### src/rtl/osc_byp_pkg.sv
package osc_byp_pkg;

  typedef enum logic [1:0] {
    MODE_BYPASS = 2'b00,
    MODE_COUNT  = 2'b01,
    MODE_SHIFT  = 2'b10,
    MODE_CLEAR  = 2'b11
  } byp_mode_e;

endpackage

### src/rtl/osc_edge_sync.sv
module osc_edge_sync #(
  parameter int STAGES = 2
) (
  input  logic clk,
  input  logic rst_n,
  input  logic osc_in,
  output logic rise
);

  localparam int CHAIN_W = STAGES + 1;

  // chain[STAGES-1] is the synchronized level, chain[STAGES] its previous value
  logic [CHAIN_W-1:0] chain_q;

  always_ff @(posedge clk or negedge rst_n) begin
    if (!rst_n) begin
      chain_q <= '0;
    end else begin
      chain_q <= {chain_q[CHAIN_W-2:0], osc_in};
    end
  end

  assign rise = chain_q[STAGES-1] & ~chain_q[STAGES];

endmodule

### src/rtl/osc_window_gate.sv
module osc_window_gate
  import osc_byp_pkg::*;
(
  input  byp_mode_e mode,
  input  logic      win_en_a,
  input  logic      win_en_b,
  input  logic      rise,
  output logic      count_fire
);

  logic window_open;

  assign window_open = (mode == MODE_COUNT) && win_en_a && win_en_b;
  assign count_fire  = window_open && rise;

endmodule

### src/rtl/osc_cnt_core.sv
module osc_cnt_core
  import osc_byp_pkg::*;
#(
  parameter int CNT_W = 8
) (
  input  logic             clk,
  input  logic             rst_n,
  input  byp_mode_e        mode,
  input  logic             count_fire,
  input  logic             ser_in,
  output logic [CNT_W-1:0] cnt_q
);

  localparam logic [CNT_W-1:0] CNT_MAX = {CNT_W{1'b1}};

  function automatic logic [CNT_W-1:0] sat_inc(input logic [CNT_W-1:0] v);
    return (v == CNT_MAX) ? v : v + 1'b1;
  endfunction

  function automatic logic [CNT_W-1:0] shift_right_in(input logic [CNT_W-1:0] v,
                                                      input logic bit_in);
    return {bit_in, v[CNT_W-1:1]};
  endfunction

  logic [CNT_W-1:0] cnt_d;

  always_comb begin
    cnt_d = cnt_q;
    unique case (mode)
      MODE_BYPASS: cnt_d[0] = ser_in;
      MODE_COUNT:  if (count_fire) cnt_d = sat_inc(cnt_q);
      MODE_SHIFT:  cnt_d = shift_right_in(cnt_q, ser_in);
      MODE_CLEAR:  cnt_d = '0;
      default:     cnt_d = cnt_q;
    endcase
  end

  always_ff @(posedge clk or negedge rst_n) begin
    if (!rst_n) begin
      cnt_q <= '0;
    end else begin
      cnt_q <= cnt_d;
    end
  end

endmodule

### src/rtl/osc_bypass_counter.sv
module osc_bypass_counter
  import osc_byp_pkg::*;
#(
  parameter int CNT_W       = 8,
  parameter int SYNC_STAGES = 2
) (
  input  logic       clk,
  input  logic       rst_n,
  input  logic [1:0] mode_sel,
  input  logic       win_en_a,
  input  logic       win_en_b,
  input  logic       osc_in,
  input  logic       ser_in,
  output logic       ser_out
);

  byp_mode_e        mode;
  logic             osc_rise;
  logic             count_fire;
  logic [CNT_W-1:0] cnt_q;

  assign mode = byp_mode_e'(mode_sel);

  osc_edge_sync #(.STAGES(SYNC_STAGES)) sync_i (
    .clk    (clk),
    .rst_n  (rst_n),
    .osc_in (osc_in),
    .rise   (osc_rise)
  );

  osc_window_gate gate_i (
    .mode       (mode),
    .win_en_a   (win_en_a),
    .win_en_b   (win_en_b),
    .rise       (osc_rise),
    .count_fire (count_fire)
  );

  osc_cnt_core #(.CNT_W(CNT_W)) core_i (
    .clk        (clk),
    .rst_n      (rst_n),
    .mode       (mode),
    .count_fire (count_fire),
    .ser_in     (ser_in),
    .cnt_q      (cnt_q)
  );

  assign ser_out = cnt_q[0];

endmodule

### config.mk
export PLATFORM = sky130hd
export DESIGN_NAME = osc_bypass_counter
export DESIGN_NICKNAME = d
export VERILOG_FILES = /design/src/rtl/osc_byp_pkg.sv /design/src/rtl/osc_edge_sync.sv /design/src/rtl/osc_window_gate.sv /design/src/rtl/osc_cnt_core.sv /design/src/rtl/osc_bypass_counter.sv
export SDC_FILE = /design/constraint.sdc
export NUM_CORES = 1
export LEC_CHECK = 0
export BUFFER_PORTS_ARGS = -buffer_cell sky130_fd_sc_hd__buf_2
export CORE_ASPECT_RATIO = 0.75
export CORE_MARGIN = 1
export CORE_UTILIZATION = 35
export DETAILED_ROUTE_END_ITERATION = 10
export GPL_ROUTABILITY_DRIVEN = 0
export PLACE_DENSITY_LB_ADDON = 0.05
export SYNTH_ARGS = -nofsm -noshare
export SYNTH_HDL_FRONTEND = slang
export SYNTH_HIERARCHICAL = 1
export SYNTH_SLANG_ARGS = --single-unit
### constraint.sdc
create_clock -name clk -period 3.6 [get_ports clk]
set_input_delay 0.72 -clock clk [delete_from_list [all_inputs] [get_ports clk]]
set_output_delay 0.72 -clock clk [all_outputs]
set_load 0.05 [all_outputs]
# Word-level counts from Yosys, hierarchy flattened
# Index checks and enable logic that the tools add are counted.
[totals]
ff_bits = 11
[op_classes]
addsub = 1
n_eq_ne = 6
muxes = 4
n_bitwise = 2
n_reduce_logical = 7
[ops]
columns = ["op", "n"]
rows = [
  ["$pmux 7 s3", 1],
  ["$mux 8", 2],
  ["$add 8x1->8 const B", 1],
  ["$eq 8x8->1 const B", 1],
  ["$eq 2x2->1 const B", 2],
  ["$pmux 1 s4", 1],
  ["$logic_and 1x1->1", 3],
  ["$reduce_and 3->1", 1],
  ["$reduce_bool 3->1", 1],
  ["$eq 2x1->1 const B", 1],
  ["$logic_not 2->1", 1],
  ["$ne 2x1->1 const B", 1],
  ["$ne 2x2->1 const B", 1],
  ["$reduce_and 2->1", 1],
  ["$and 1x1->1", 1],
  ["$not 1->1", 1],
]

# Depth between registers and ports, before layout
[logic_depth]
word_depth = 6
depth_mapped = 7

# Modules after synthesis
# The synthesis kept the hierarchy.
[by_module_without_submodules]
columns = ["module", "n_inst", "cells_per_inst", "area_each_um2", "seq_area_each_um2"]
rows = [
  ["osc_cnt_core", 1, 58, 545.5, 200.2],
  ["osc_edge_sync", 1, 4, 88.8, 75.1],
  ["osc_window_gate", 1, 3, 15.0, 0.0],
]

# Worst setup path after synthesis
# OpenSTA, ideal clock, no wires.
[synth_path]
kind = "input to register"
from = "input port mode_sel[1]"
to = "register core_i.cnt_q[5]"
setup_ns = 0.069
t_arrival_ns = 1.716
t_required_ns = 3.531
path_slack_ns = 1.815
path_stages = 6
n_path_buf = 0
cell_sequence = "nand3b_1 nor2_1 and2_4 o211ai_4 or4_1 nand3_1"
[synth_via]
elab_chain_len = 6
word_cells_on_any_way = 11
cone_classes = "5 x eq/ne; 1 x mux; 5 x reduce/logical"
[synth_lines]
columns = ["item", "line_no", "source"]
rows = [
  ["start, declared", "osc_bypass_counter.sv:9", "input logic [1:0] mode_sel,"],
  ["$eq 2x1->1", "osc_window_gate.sv:13", "assign window_open = (mode == MODE_COUNT) && win_en_a && win_en_b;"],
  ["$logic_and 1x1->1 (2 in series)", "osc_window_gate.sv:13", ""],
  ["$logic_and 1x1->1", "osc_window_gate.sv:14", "assign count_fire = window_open && rise;"],
  ["via count_fire", "osc_bypass_counter.sv:19", "logic count_fire;"],
  ["$ne 2x1->1 (no source line)", "n/a", ""],
  ["$reduce_and 3->1 (no source line)", "n/a", ""],
  ["end signal, assigned", "osc_cnt_core.sv:42", "cnt_q <= cnt_d;"],
  ["end, declared", "osc_cnt_core.sv:11", "output logic [CNT_W-1:0] cnt_q"],
]
# The timed path passes the listed nets, and every way through them passes these cells.
# A chain may end at the register's enable or synchronous reset.

# Worst setup path in the final report
# Ends and elaborated chain as after synthesis.

==> flow_summary.json <==
{
  "status": "finished clean",
  "clock-root-buffer": "clkbuf_4",
  "ys_types": 28,
  "slew_viol_final": 0,
  "nNetsFinal": 86,
  "firstDrtPassIters": 4,
  "syn_to_final_growth_pct": 13.9,
  "cap_violations": 0,
  "finalSetupViolations": 0,
  "grt_max_degree": 16,
  "cts_setup_buffers": 0,
  "met3_usage_pct": 7.36,
  "synthSimpleGateAreaFrac_pct": 29.9,
  "vias": 493,
  "vias_per_cell": 5.03,
  "finalHoldViolCount": 0,
  "met1_usage_pct": 22.1,
  "cts_tree": "yes",
  "synth-compound-area-share_pct": 15.6,
  "slowest_delay_ns": 0.40,
  "diodes": 0,
  "clkLatencyLatePin_ns": 0.27,
  "drcViolationCount": 0,
  "dieHeight_um": 39.3,
  "fin_skew_ns": 0.00674,
  "start_util_pct": 37.3,
  "synthesis.nets": 74,
  "dp_hpwl_um": 1020,
  "drtAntennaViolNets": 0,
  "synth_top_family_by_area": "simple AND/OR/NAND/NOR gates",
  "top_usage_layer": "met2",
  "worstMarginPinSlew_ns": 0.410,
  "critPathMaxFanout": 15,
  "core_mm2": 0.00174,
  "critPathTopFamily": "simple AND/OR/NAND/NOR gates",
  "setup_ws_ns": 1.77,
  "synth_area_per_cell_um2": 9.99,
  "finalCriticalPeriod_ns": 1.83,
  "syn_inst": 65,
  "grt_pass1_vias": 477,
  "crit_buf_inv": 1,
  "yosys.area_share.adder_pct": 1.93,
  "maxSlewHeadroom_pct": 72.6,
  "row_count": 13,
  "synth_seq_cells": 11,
  "powerDensity_mw_per_mm2": 345,
  "ioPinCount": 9,
  "pre_cts_ws_ns": 1.50,
  "drtIter0Drc": 11,
  "dieArea_mm2": 0.00203,
  "hold_buffers": 0,
  "cp.required_ns": 3.80,
  "grt_pass1_wl_um": 2300,
  "avgRoutedWirePerCell_um": 14.5,
  "setup.worst_path.start_class": "input port",
  "min_path_type": "input port to async pin",
  "synth_mux_area_share_pct": 3.08,
  "fin_tns_setup_ns": 0,
  "htree_levels": 1,
  "routed_wl_um": 1420,
  "ctsResizeCount": 0,
  "final_layout_size_suffix_gt1_share_pct": 23.7,
  "cpMaxStageDelayCell": "or4_1",
  "grt_overflow": 0,
  "path_class": "input port to flip-flop",
  "track_usage_pct": 17.1,
  "path_cells": "buf_2 -> nand3b_1 -> nor2_1 -> and2_4 -> o211ai_4 -> or4_1 -> nand3_1",
  "min_period_over_period_pct": 50.9,
  "power.total_mw": 0.255,
  "final_util_pct": 42.5,
  "synth_area_um2": 649,
  "clk_path_buf_depth": 2,
  "p_leak_nw": 0.300,
  "io_buffers": 8,
  "fmax_ghz": 0.546,
  "cts.sinks": 11,
  "yosysWarnings": 6,
  "grt_use_met2_pct": 25.3,
  "worstPathArrival_ns": 2.04,
  "cts_buffers": 3,
  "cp-end-kind": "flip-flop",
  "rsz0062_at_grt": "false",
  "fp.dieW_um": 51.7,
  "clk_pin_slew_worst_paths_ns": 0.08,
  "antenna_found_initial": 0,
  "ir_drop_mv": 0.161,
  "holdWs_ns": 0.312,
  "ys_seq_area_share_pct": 42.4,
  "synthXorXnorAreaFrac_pct": 5.39
}
[power by group]
part           leakage, nW  internal [mW]  switching (mW)
combinational        0.143         0.0114          0.0159
clock               0.0150         0.0429          0.0456
sequential           0.142          0.130         0.00933
total                0.300          0.184          0.0708
[cells in the final DEF, fill, tap and decap left out]
cell type,netlist,final
dfrtp_1,11,11
nand2_1,10,10
buf_2,0,8
nand3_1,4,4
xor2_1,4,4
o21ai_0,4,4
clkbuf_4,0,3
nor2b_1,3,3
o21ai_1,3,3
o211ai_1,2,2
inv_1,2,2
nand3b_1,2,2
mux2i_1,2,2
nor3_1,2,2
clkbuf_1,1,1
nand4_4,1,1
and2_4,1,1
o311ai_0,1,1
nand2b_1,1,1
o22ai_1,1,1
and3_4,1,1
nor3b_2,1,1
a21boi_0,1,1
a211oi_1,1,1
o211ai_4,1,1
or4_1,1,1
and3_2,1,1
ha_1,1,1
nor2_1,1,1
nor2b_4,1,1
[through the flow]
step	instances	area [um^2]
6_report	98	739
5_1_grt	98	739
4_1_cts	98	739
3_5_place_dp	94	713
3_3_place_gp	94	713
2_1_floorplan	65	649
[layout make-up]
class                           instances  area [um^2]
Multi-Input combinational cell         51          363
Clock buffer                            4         26.3
Timing Repair Buffer                    8         40.0
Inverter                                2         7.51
Sequential cell                        11          275
Tap cell                               22         27.5
Fill cell                             183         1000
[worst paths after layout]
check	startpoint	to	slack [ns]	cells after the start
min in group clk	sync_i/chain_q[0]	sync_i/chain_q[1]	0.35	0
setup reg to reg	core_i/cnt_q[0]	core_i/cnt_q[5]	2.01	5
hold / removal	rst_n	core_i/cnt_q[0]	0.31	1
max in group asynchronous	rst_n	core_i/cnt_q[3]	3.06	1
setup / recovery	mode_sel[1]	core_i/cnt_q[5]	1.77	7
hold reg to reg	sync_i/chain_q[0]	sync_i/chain_q[1]	0.35	0
[cell usage after synthesis]
master | instances | share of area (%)
a211oi_1 | 1 | 1.2
a21boi_0 | 1 | 1.2
and2_4 | 1 | 1.3
and3_2 | 1 | 1.2
and3_4 | 1 | 1.7
clkbuf_1 | 1 | 0.58
dfrtp_1 | 11 | 42
ha_1 | 1 | 1.9
inv_1 | 2 | 1.2
mux2i_1 | 2 | 3.1
nand2_1 | 10 | 5.8
nand2b_1 | 1 | 0.96
nand3_1 | 4 | 3.1
nand3b_1 | 2 | 2.3
nand4_4 | 1 | 3.3
nor2_1 | 1 | 0.58
nor2b_1 | 3 | 2.9
nor2b_4 | 1 | 2.1
nor3_1 | 2 | 1.5
nor3b_2 | 1 | 1.9
o211ai_1 | 2 | 2.3
o211ai_4 | 1 | 3.3
o21ai_0 | 4 | 3.1
o21ai_1 | 3 | 2.3
o22ai_1 | 1 | 0.96
o311ai_0 | 1 | 1.3
or4_1 | 1 | 1.2
xor2_1 | 4 | 5.4
[metal layers]
layer  share of wire [%]  routed length, um
met5                   0                  0
met2                  44                620
met4                0.91                 13
met1                  51                730
met3                 4.0                 57
[kinds of logic (layout without fill, tap and decap cells)]
| group | count (synthesis) | count (layout) |
|---|---|---|
| DFF | 11 | 11 |
| xor gates and xnor gates | 4 | 4 |
| adders and majority gates | 1 | 1 |
| and+or+nand+nor | 30 | 30 |
| AOI/OAI and AO/OA | 14 | 14 |
| muxes | 2 | 2 |
| buffers and inverters | 3 | 14 |
[worst reg2reg max path, delay by kind of cell, from the launching register on]
| kind | cells | cell delay (ns) |
|---|---|---|
| AND/OR/NAND/NOR | 3 | 0.71 |
| flip-flops | 1 | 0.43 |
| adder cells (fa/ha/maj) | 1 | 0.27 |
| AO/OA/AOI/OAI | 1 | 0.12 |
[flip-flops by register name, summed over array words and instances (netlist names)]
name	flops
sync_i/chain_q	3
core_i/cnt_q	8
Note: power is estimated with default switching activity, not from simulation.
